File: src/rtl/march_pkg.sv
package march_pkg;
  localparam int ELEM_W    = 3;
  localparam int LAST_ELEM = 5;

  typedef struct packed {
    logic              rdEn;
    logic              wrEn;
    logic              wrOne;
    logic              expOne;
    logic              clear;
    logic [ELEM_W-1:0] elem;
  } strobe_t;
endpackage

File: src/rtl/march_ctrl.sv
module march_ctrl
  import march_pkg::*;
#(
  parameter int ADDR_W = 4
) (
  input  logic              clk,
  input  logic              rstN,
  input  logic              start,
  output logic              busy,
  output logic              done,
  output logic [ADDR_W-1:0] tAddr,
  output strobe_t           strb
);
  typedef enum logic [1:0] {S_IDLE, S_RUN, S_DRAIN} state_t;

  state_t            state;
  logic [ELEM_W-1:0] elem;
  logic              phase;
  logic              twoOp, down, nextDown, lastAddr, opDone, inRun;

  always_comb begin
    inRun    = (state == S_RUN);
    twoOp    = (elem >= 3'd1) && (elem <= 3'd4);
    down     = (elem == 3'd3) || (elem == 3'd4);
    nextDown = (elem == 3'd2) || (elem == 3'd3);
    lastAddr = down ? (tAddr == '0) : (tAddr == '1);
    opDone   = !twoOp || phase;
    busy     = (state != S_IDLE);

    strb.rdEn   = inRun && (elem != 3'd0) && (!twoOp || !phase);
    strb.wrEn   = inRun && ((elem == 3'd0) || (twoOp && phase));
    strb.wrOne  = (elem == 3'd1) || (elem == 3'd3);
    strb.expOne = (elem == 3'd2) || (elem == 3'd4);
    strb.clear  = (state == S_IDLE) && start;
    strb.elem   = elem;
  end

  always_ff @(posedge clk or negedge rstN) begin
    if (!rstN) begin
      state <= S_IDLE;
      elem  <= '0;
      phase <= 1'b0;
      tAddr <= '0;
      done  <= 1'b0;
    end else begin
      done <= (state == S_DRAIN);
      case (state)
        S_IDLE: begin
          if (start) begin
            state <= S_RUN;
            elem  <= '0;
            phase <= 1'b0;
            tAddr <= '0;
          end
        end
        S_RUN: begin
          if (!opDone) begin
            phase <= 1'b1;
          end else begin
            phase <= 1'b0;
            if (lastAddr) begin
              if (elem == ELEM_W'(LAST_ELEM)) begin
                state <= S_DRAIN;
              end else begin
                elem  <= elem + 3'd1;
                tAddr <= nextDown ? '1 : '0;
              end
            end else begin
              tAddr <= down ? tAddr - 1'b1 : tAddr + 1'b1;
            end
          end
        end
        default: state <= S_IDLE;
      endcase
    end
  end

  // every element opens at the end of the range its direction starts from
  assert_elem_entry_R5: assert property (@(posedge clk) disable iff (!rstN)
    (state == S_RUN && !$stable(elem)) |->
      (tAddr == (down ? {ADDR_W{1'b1}} : {ADDR_W{1'b0}})));

  // the end of busy coincides with done
  assert_done_on_exit_R10: assert property (@(posedge clk) disable iff (!rstN)
    $fell(busy) |-> done);

  // done lasts a single cycle
  assert_done_pulse_R10: assert property (@(posedge clk) disable iff (!rstN)
    done |=> !done);
endmodule

File: src/rtl/march_dp.sv
module march_dp
  import march_pkg::*;
#(
  parameter int ADDR_W = 4,
  parameter int DATA_W = 8
) (
  input  logic              clk,
  input  logic              rstN,
  input  logic              busy,
  input  strobe_t           strb,
  input  logic [ADDR_W-1:0] tAddr,
  input  logic [ADDR_W-1:0] funcAddr,
  input  logic [DATA_W-1:0] funcWdata,
  input  logic              funcWe,
  output logic [ADDR_W-1:0] memAddr,
  output logic [DATA_W-1:0] memWdata,
  output logic              memWe,
  input  logic [DATA_W-1:0] memRdata,
  output logic              fail,
  output logic [ELEM_W-1:0] failElem,
  output logic [ADDR_W-1:0] failAddr,
  output logic [DATA_W-1:0] failData
);
  logic              pValid, pExp;
  logic [ADDR_W-1:0] pAddr;
  logic [ELEM_W-1:0] pElem;
  logic [DATA_W-1:0] expWord;
  logic              mismatch;

  always_comb begin
    memAddr  = busy ? tAddr : funcAddr;
    memWdata = busy ? {DATA_W{strb.wrOne}} : funcWdata;
    memWe    = busy ? strb.wrEn : funcWe;
    expWord  = {DATA_W{pExp}};
    mismatch = pValid && (memRdata != expWord);
  end

  always_ff @(posedge clk or negedge rstN) begin
    if (!rstN) begin
      pValid <= 1'b0;
      pExp   <= 1'b0;
      pAddr  <= '0;
      pElem  <= '0;
    end else begin
      pValid <= strb.rdEn;
      pExp   <= strb.expOne;
      pAddr  <= tAddr;
      pElem  <= strb.elem;
    end
  end

  always_ff @(posedge clk or negedge rstN) begin
    if (!rstN) begin
      fail     <= 1'b0;
      failElem <= '0;
      failAddr <= '0;
      failData <= '0;
    end else if (strb.clear) begin
      fail     <= 1'b0;
      failElem <= '0;
      failAddr <= '0;
      failData <= '0;
    end else if (mismatch && !fail) begin
      fail     <= 1'b1;
      failElem <= pElem;
      failAddr <= pAddr;
      failData <= memRdata;
    end
  end

  // the control never asks for a read and a write in one cycle
  always_comb begin
    assert_one_op_R5: assert (!(strb.rdEn && strb.wrEn));
  end

  // fail is sticky until a new run is accepted
  assert_fail_sticky_R10: assert property (@(posedge clk) disable iff (!rstN)
    (fail && !strb.clear) |=> fail);

  // once logged, the first failure is frozen
  assert_log_frozen_R9: assert property (@(posedge clk) disable iff (!rstN)
    (fail && !strb.clear) |=>
      ($stable(failAddr) && $stable(failElem) && $stable(failData)));
endmodule

File: src/rtl/march_bist.sv
module march_bist
  import march_pkg::*;
#(
  parameter int ADDR_W = 4,
  parameter int DATA_W = 8
) (
  input  logic              clk,
  input  logic              rstN,
  input  logic              start,
  output logic              busy,
  output logic              done,
  output logic              fail,
  output logic [2:0]        failElem,
  output logic [ADDR_W-1:0] failAddr,
  output logic [DATA_W-1:0] failData,
  input  logic [ADDR_W-1:0] funcAddr,
  input  logic [DATA_W-1:0] funcWdata,
  input  logic              funcWe,
  output logic [ADDR_W-1:0] memAddr,
  output logic [DATA_W-1:0] memWdata,
  output logic              memWe,
  input  logic [DATA_W-1:0] memRdata
);
  strobe_t           strb;
  logic [ADDR_W-1:0] tAddr;

  march_ctrl #(.ADDR_W(ADDR_W)) i_ctrl (
    .clk(clk), .rstN(rstN), .start(start), .busy(busy), .done(done),
    .tAddr(tAddr), .strb(strb)
  );

  march_dp #(.ADDR_W(ADDR_W), .DATA_W(DATA_W)) i_dp (
    .clk(clk), .rstN(rstN), .busy(busy), .strb(strb), .tAddr(tAddr),
    .funcAddr(funcAddr), .funcWdata(funcWdata), .funcWe(funcWe),
    .memAddr(memAddr), .memWdata(memWdata), .memWe(memWe), .memRdata(memRdata),
    .fail(fail), .failElem(failElem), .failAddr(failAddr), .failData(failData)
  );
endmodule

File: config.mk
export PLATFORM = sky130hd
export DESIGN_NAME = march_bist
export DESIGN_NICKNAME = d
export VERILOG_FILES = /design/src/rtl/march_pkg.sv /design/src/rtl/march_ctrl.sv /design/src/rtl/march_dp.sv /design/src/rtl/march_bist.sv
export SDC_FILE = /design/constraint.sdc
export NUM_CORES = 1
export LEC_CHECK = 0
export ABC_AREA = 0
export ABC_CLOCK_PERIOD_IN_PS = 4540
export CORE_UTILIZATION = 60
export DETAILED_ROUTE_END_ITERATION = 6
export DONT_BUFFER_PORTS = 1
export GPL_ROUTABILITY_DRIVEN = 0
export PLACE_DENSITY = 0.76
export SKIP_CTS_REPAIR_TIMING = 1
export SKIP_LAST_GASP = 1
export SYNTH_ARGS = -nofsm -noshare
export SYNTH_HDL_FRONTEND = slang
export SYNTH_SLANG_ARGS = --single-unit
File: constraint.sdc
create_clock -name clk -period 4.54 [get_ports clk]
set_clock_uncertainty 0.05 [all_clocks]
set_input_delay 0.227 -clock clk [delete_from_list [all_inputs] [get_ports clk]]
set_output_delay 0.227 -clock clk [all_outputs]
set_load 0.005 [all_outputs]
==> metrics.md, run 1 <==
| Metric | Value |
|---|---|
| Run status | finished, violations left |
| Violated checks | design-rule violations, negative hold slack |
| Switching power | 0.542 mW |
| RSZ-0062 raised after global routing | no |
| Antenna diodes | 0 |
| Switching part of the total power | 0.397 |
| Fraction of power consumed by the clock network | 0.127 |
| Tightest hold margin | -0.000670 ns |
| Net count of the mapped netlist | 204 |
| Total negative slack for setup checks | 0 ns |
| Cell type of the slowest stage on the worst timing path | dfrtp_1 |
| Total congestion overflow | 0 |
| Average via count per standard cell | 6.12 |
| Detailed-router iteration count before antenna repair | 6 |
| CTS root buf | clkbuf_4 |
| Core area | 0.00285 mm² |
| Arrival time at the worst endpoint | 2.64 ns |
| Overall power of the completed layout | 1.37 mW |
| Die height | 57.7 µm |
| Fmax | 407 MHz |
| Number of buffers created by CTS | 5 |
| Non-Filler Cell Area, Final | 0.00199 mm² |
| Maximum clock path buffer count | 2 |
| Critical path start-end classification | flip-flop to flip-flop |
| Antenna Nets Post-Route | 0 |
| Worst hold-check path type | input port to flip-flop |
| Die X | 57.7 µm |
| Synth-to-Final Area Change | 6.78% |
| #FFs+latches synth | 36 |
| Period utilisation layout | 0.541 |
| Cell with the most instances on the worst path | ha_1 |
| Clock insertion delay at the later pin of the skew report | 0.33 ns |
| Total Nets Final | 211 |
| Pre-CTS setup slack | 2.12 ns |
| Peak fanout along the critical path | 6 |
| Number of buffers inserted by port buffering | 0 |
| Share of async-settable or async-resettable flops after synthesis | 1.00 |
| Global-route usage over all layers | 0.217 |
| Dominant register cell in the synthesized netlist | dfrtp_1 |
| Required time at the worst-slack endpoint | 4.73 ns |
| Wire length per cell | 15.9 µm |
| Antenna violations before repair | 0 |
| Worst slew pin tran | 1.01 ns |
| Count of final hold-check violations | 1 |
| Post-route insts no fill | 211 |
| Worst slew slack as a fraction of its limit | 0.321 |
| Standby leakage power | 1.08 nW |
| Post-synth EDFFs | 0 |
| Unique masters post-synth | 38 |
| Detail Placement HPWL | 2440 µm |
| Areal power density over the cells | 686 mW/mm² |
| Cell area after synthesis | 0.00186 mm² |
| TritonCTS clock tree | done |
| Clock transition at path regs | 0.10 ns |
| Final Slew Violations | 0 |
| Depth of the CTS H-tree | 2 |
| Share of cells above drive strength 1 | 0.133 |
| Startpoint types | flip-flop |
| Final min period | 2.46 ns |
| Count of synthesis-stage warnings from yosys | 0 |
| Worst Setup End Kind | flip-flop |
| Seq/Total Area, Yosys | 0.483 |
| Via count of the first global-routing pass | 1,292 |
| Wire length of the first global-routing pass | 5490 µm |
| Final setup viols | 0 |
| Count of max-cap constraint violations | 0 |
| Sequential power share | 0.430 |
| Routed wire length | 3350 µm |
| I/O Pins | 55 |
| Synthesized area per cell | 10.8 µm² |
| DIE AREA | 0.00333 mm² |
| Fraction of power consumed by combinational cells | 0.443 |
| Critical path cell sequence | inv_1 -> ha_1 -> mux2_4 -> ha_1 -> a21o_2 -> a21oi_1 -> xor2_1 -> mux2i_1 -> o31ai_1 |
| Final worst-path setup slack | 2.08 ns |
| Number of design rule violations left after detail routing | 5 |
| Initial core utilization | 0.654 |
| Pin count of the biggest net entering global routing | 37 |
| Placement Cell Area | 0.00186 mm² |
| Total number of placement rows | 19 |
| Layout filler cell count | 227 |
| Total internal power | 0.824 mW |
| Detailed Route Iter0 Violations | 55 |
| Largest stage delay on the critical path | 0.45 ns |
| Via count | 1,291 |
| Commonest cells after routing, fill and taps aside | 36 x dfrtp_1, 27 x nor2_1, 19 x mux2i_1, 12 x nand2_1, 9 x a21o_1 |
| CTS Sinks | 36 |
| Synth Instances | 172 |
| Placed insts | 197 |
| Maximum resistive drop on vdd | 0.371 mV |
| Commonest non-fill, non-tap cell in the layout | dfrtp_1 |
## per-layer routing
| metal | global-route usage | routed length [µm] | part of all wire | vias up |
|---|---|---|---|---|
| met1 | 0.251 | 1420 | 0.43 | 605 |
| met4 | 0.0884 | 33 | 0.0099 | 0 |
| li1 | - | - | - | 615 |
| met2 | 0.372 | 1600 | 0.48 | 67 |
| met3 | 0.0737 | 293 | 0.088 | 4 |
| met5 | 0 | 0 | 0 | - |
## critical path, delay by kind of cell, from the launching register on
| family | cells | cell delay (ns) |
|---|---|---|
| XOR/XNOR | 1 | 0.20 |
| flip-flops | 1 | 0.45 |
| multiplexers | 2 | 0.42 |
| buffers and inverters | 1 | 0.10 |
| adder cells (fa/ha/maj) | 2 | 0.52 |
| AO/OA/AOI/OAI | 3 | 0.62 |
## power groups by stage
stage	clock network, mW	logic (mW)	registers [mW]
2_1_floorplan	0	0.525	0.552
3_3_place_gp	0	0.570	0.584
3_5_place_dp	0	0.597	0.593
4_1_cts	0.179	0.597	0.586
5_1_grt	0.195	0.687	0.607
6_report	0.173	0.605	0.588
## through the flow
step / hold slack (ns) / util
after floorplan: -0.119 / -
after global placement: -0.118 / 0.652
after detailed placement: -0.118 / 0.652
after CTS: -0.490 / 0.673
after global routing: 0.00754 / 0.698
final: -0.000670 / 0.698
## final cells by class
type | count | area, µm² | area share
multi-input combinational | 123 | 893 | 0.449
inverter | 7 | 26.3 | 0.0132
timing repair buffer | 6 | 70.1 | 0.0352
tap | 31 | 38.8 | 0.0195
clock buffer | 6 | 51.3 | 0.0258
clock inverter | 2 | 10.0 | 0.00503
sequential | 36 | 901 | 0.453
## synthesized netlist by cell type (2+ instances only)
library cell | instances | area share
a211oi_1 | 2 | 0.0081
a21o_1 | 9 | 0.036
a21o_2 | 2 | 0.0094
a21oi_1 | 4 | 0.011
a31oi_1 | 2 | 0.0067
and2b_2 | 2 | 0.0094
clkbuf_1 | 3 | 0.0060
dfrtp_1 | 36 | 0.48
ha_1 | 7 | 0.047
inv_1 | 7 | 0.014
mux2_2 | 3 | 0.018
mux2_4 | 4 | 0.032
mux2i_1 | 19 | 0.10
nand2_1 | 12 | 0.024
nand3_1 | 2 | 0.0054
nand4_1 | 2 | 0.0067
nor2_1 | 27 | 0.054
nor3_1 | 2 | 0.0054
nor4_1 | 2 | 0.0067
o21ai_0 | 5 | 0.013
o31ai_1 | 2 | 0.0081
xor2_1 | 2 | 0.0094
## logic make-up after synthesis
family                     synth area share
AOI/OAI and AO/OA                     0.120
adders and majority gates            0.0577
buffers and inverters                0.0376
and+or+nand+nor                       0.140
xor gates and xnor gates            0.00940
DFF                                   0.483
muxes                                 0.152
## flip-flops by register name (all words and copies together) (netlist names)
register and flops:
i_dp.failData 8, i_ctrl.tAddr 4, i_dp.failAddr 4, i_dp.pAddr 4, i_ctrl.elem 3, i_dp.failElem 3
i_dp.pElem 3, i_ctrl.state 2, i_ctrl.done 1, i_ctrl.phase 1, i_dp.fail 1, i_dp.pExp 1
i_dp.pValid 1
## worst paths after layout
check / startpoint / end / slack, ns / depth (start not counted)
worst max-delay path: i_ctrl.elem[0] / i_ctrl.tAddr[3] / 2.08 / 9
worst min-delay path: memRdata[0] / i_dp.failData[0] / -0.0007 / 2
worst max register to register: i_ctrl.elem[0] / i_ctrl.tAddr[3] / 2.08 / 9
worst min register to register: i_ctrl.elem[1] / i_dp.pElem[1] / 0.44 / 0
max in group asynchronous: rstN / i_ctrl.tAddr[0] / 3.97 / 2
min in group asynchronous: rstN / i_dp.failData[4] / 0.28 / 2
Power figures use the tool's default switching activity.
==> run 2, diff against run 1 <==
--- a/config.mk
+++ b/config.mk
@@ -6,7 +6,7 @@
 export NUM_CORES = 1
 export LEC_CHECK = 0
 export ABC_AREA = 0
-export ABC_CLOCK_PERIOD_IN_PS = 4540
+export ABC_CLOCK_PERIOD_IN_PS = 2500
 export CORE_UTILIZATION = 60
 export DETAILED_ROUTE_END_ITERATION = 6
 export DONT_BUFFER_PORTS = 1
==> constraint.sdc (replaced) <==
create_clock -name clk -period 2.5 [get_ports clk]
set_clock_uncertainty 0.05 [all_clocks]
set_input_delay 0.125 -clock clk [delete_from_list [all_inputs] [get_ports clk]]
set_output_delay 0.125 -clock clk [all_outputs]
set_load 0.005 [all_outputs]
==> run 2 against run 1 <==
Compared with the run above: the flow finishes with violations (design-rule violations); final cell count rose by 4.7%; die area did not move; sequential share of layout area fell by 1.8 points; via count rose by 5.1%; flip-flop and latch count did not move; wire length rose by 5.5%; worst setup slack got worse by 1.9 ns; critical endpoint unchanged; combinational power rose by 97%; fmax rose by 3.9%; first-iteration DRC count rose by 47%.
==> metrics.md, run 2 (synthesis results as in run 1) <==
| Metric | Value |
|---|---|
| Total number of placement rows | 19 (unchanged) |
| Startpoint types | flip-flop |
| Commonest non-fill, non-tap cell in the layout | dfrtp_1 |
| Post-route insts no fill | 221 (+4.7%) |
| Pin count of the biggest net entering global routing | 37 (unchanged) |
| Worst slew pin tran | 0.617 ns (-0.396 ns) |
| CTS root buf | clkbuf_4 |
| Areal power density over the cells | 1230 mW/mm² (+79%) |
| Antenna violations before repair | 0 (unchanged) |
| Final setup viols | 0 (unchanged) |
| Count of final hold-check violations | 0 (-1) |
| Die height | 57.7 µm (unchanged) |
| Depth of the CTS H-tree | 2 (unchanged) |
| Share of cells above drive strength 1 | 0.168 (+0.0351) |
| Initial core utilization | 0.654 (unchanged) |
| Worst Setup End Kind | flip-flop |
| Count of max-cap constraint violations | 0 (unchanged) |
| Synth-to-Final Area Change | 11.3% |
| Wire length per cell | 16.0 µm (+0.76%) |
| Reg with most FFs | i_dp.failData |
| Antenna diodes | 0 (unchanged) |
| Commonest cells after routing, fill and taps aside | 35 x dfrtp_1, 27 x nor2_1, 19 x mux2i_1, 12 x nand2_1 |
| Period utilisation layout | 0.945 (+0.404) |
| Final min period | 2.36 ns (-0.0924 ns) |
| Final Slew Violations | 0 (unchanged) |
| Run status | finished, violations left |
| Clock insertion delay at the later pin of the skew report | 0.34 ns (about the same) |
| Peak fanout along the critical path | 6 (unchanged) |
| Global-route usage over all layers | 0.217 (-0.000440) |
| Number of buffers created by CTS | 5 (unchanged) |
| Detailed-router iteration count before antenna repair | 6 (unchanged) |
| Number of buffers inserted by port buffering | 0 (unchanged) |
| Number of flip-flops under the largest register name | 8 (unchanged) |
| Critical path start-end classification | flip-flop to flip-flop |
| CTS Sinks | 36 (unchanged) |
| Detail Placement HPWL | 2500 µm (+2.5%) |
| Fmax | 423 MHz (+3.9%) |
| Detailed Route Iter0 Violations | 81 (+47%) |
| Via count of the first global-routing pass | 1,242 (-3.9%) |
| Total Nets Final | 221 (+4.7%) |
| Total congestion overflow | 0 (unchanged) |
| Overall power of the completed layout | 2.54 mW (+86%) |
| Via count | 1,357 (+5.1%) |
| I/O Pins | 55 (unchanged) |
| DIE AREA | 0.00333 mm² (unchanged) |
| Standby leakage power | 1.12 nW (+3.9%) |
| Maximum resistive drop on vdd | 0.598 mV (+61%) |
| Total negative slack for setup checks | 0 ns (unchanged) |
| Placed insts | 200 (+1.5%) |
| Tightest hold margin | 0.0116 ns (+0.0123 ns) |
| Number of design rule violations left after detail routing | 5 (unchanged) |
| Wire length of the first global-routing pass | 5440 µm (-0.75%) |
| Die X | 57.7 µm (unchanged) |
| Violated checks | design-rule violations |
| Required time at the worst-slack endpoint | 2.67 ns (-2.06 ns) |
| Maximum clock path buffer count | 2 (unchanged) |
| Non-Filler Cell Area, Final | 0.00208 mm² (+4.3%) |
| Worst hold-check path type | input port to flip-flop |
| RSZ-0062 raised after global routing | no |
| Antenna Nets Post-Route | 0 (unchanged) |
| TritonCTS clock tree | done |
| Average via count per standard cell | 6.14 (+0.36%) |
| Routed wire length | 3530 µm (+5.5%) |
| Arrival time at the worst endpoint | 2.53 ns (-0.11 ns) |
| Core area | 0.00285 mm² (unchanged) |
| Worst slew slack as a fraction of its limit | 0.589 (+0.268) |
| Clock transition at path regs | 0.11 ns (about the same) |
| Placement Cell Area | 0.00188 mm² (+1.2%) |
-- run 2: changes by cell type in the layout (fill, tap and decap cells not counted), sizes merged --
cell / change
clkinv: +1
clkbuf: -1
buf: +6
dlygate4sd3: +4
-- run 2: area by class of cell --
cell class	instances	area [µm²]
flip-flops and latches	36	902
inverters	7	26.3
well taps	31	38.8
repair buffers	16	155
clock buffers	5	37.5
fillers	195	777
clock inverters	3	18.8
multi-input cells	123	897
-- run 2: layer usage --
layer  global-route usage  wire length [µm]  up-vias
met5                    0                 0        -
met1                0.269              1500      655
li1                     -                 -      628
met2                0.362              1700       66
met3               0.0536               268        8
met4               0.0952                59        0
-- run 2: stage by stage --
| stage | util | setup slack [ns] |
|---|---|---|
| floorplan | - | 0.275 |
| CTS | 0.679 | 0.0573 |
| detailed placement | 0.660 | 0.0921 |
| finish | 0.728 | 0.136 |
| global placement | 0.660 | 0.205 |
| global route | 0.728 | 0.0161 |
-- run 2: worst max-delay path: stages, from the launching register on --
cell	delay, ns
dfrtp_1	0.41
inv_1	0.11
ha_1	0.23
mux2_4	0.31
ha_1	0.28
a21o_2	0.22
a21oi_2	0.15
xor2_1	0.18
mux2i_1	0.21
o31ai_1	0.09
-- run 2: path summary, 6_finish.rpt --
| kind | from | to | slack [ns] | cells after the start |
|---|---|---|---|---|
| worst min register to register | i_ctrl.elem[0] | i_dp.pElem[0] | 0.40 | 0 |
| worst max register to register | i_ctrl.elem[1] | i_ctrl.tAddr[3] | 0.14 | 9 |
| worst min-delay path | start | i_ctrl.state[0] | 0.01 | 2 |
| worst max-delay path | i_ctrl.elem[1] | i_ctrl.tAddr[3] | 0.14 | 9 |
| min in group asynchronous | rstN | i_dp.failData[3] | 0.18 | 2 |
| max in group asynchronous | rstN | i_ctrl.elem[0] | 2.03 | 2 |
-- run 2: where the power goes --
part | switching, mW | internal, mW
combinational | 0.617 | 0.577
sequential | 0.212 | 0.839
clock | 0.192 | 0.108
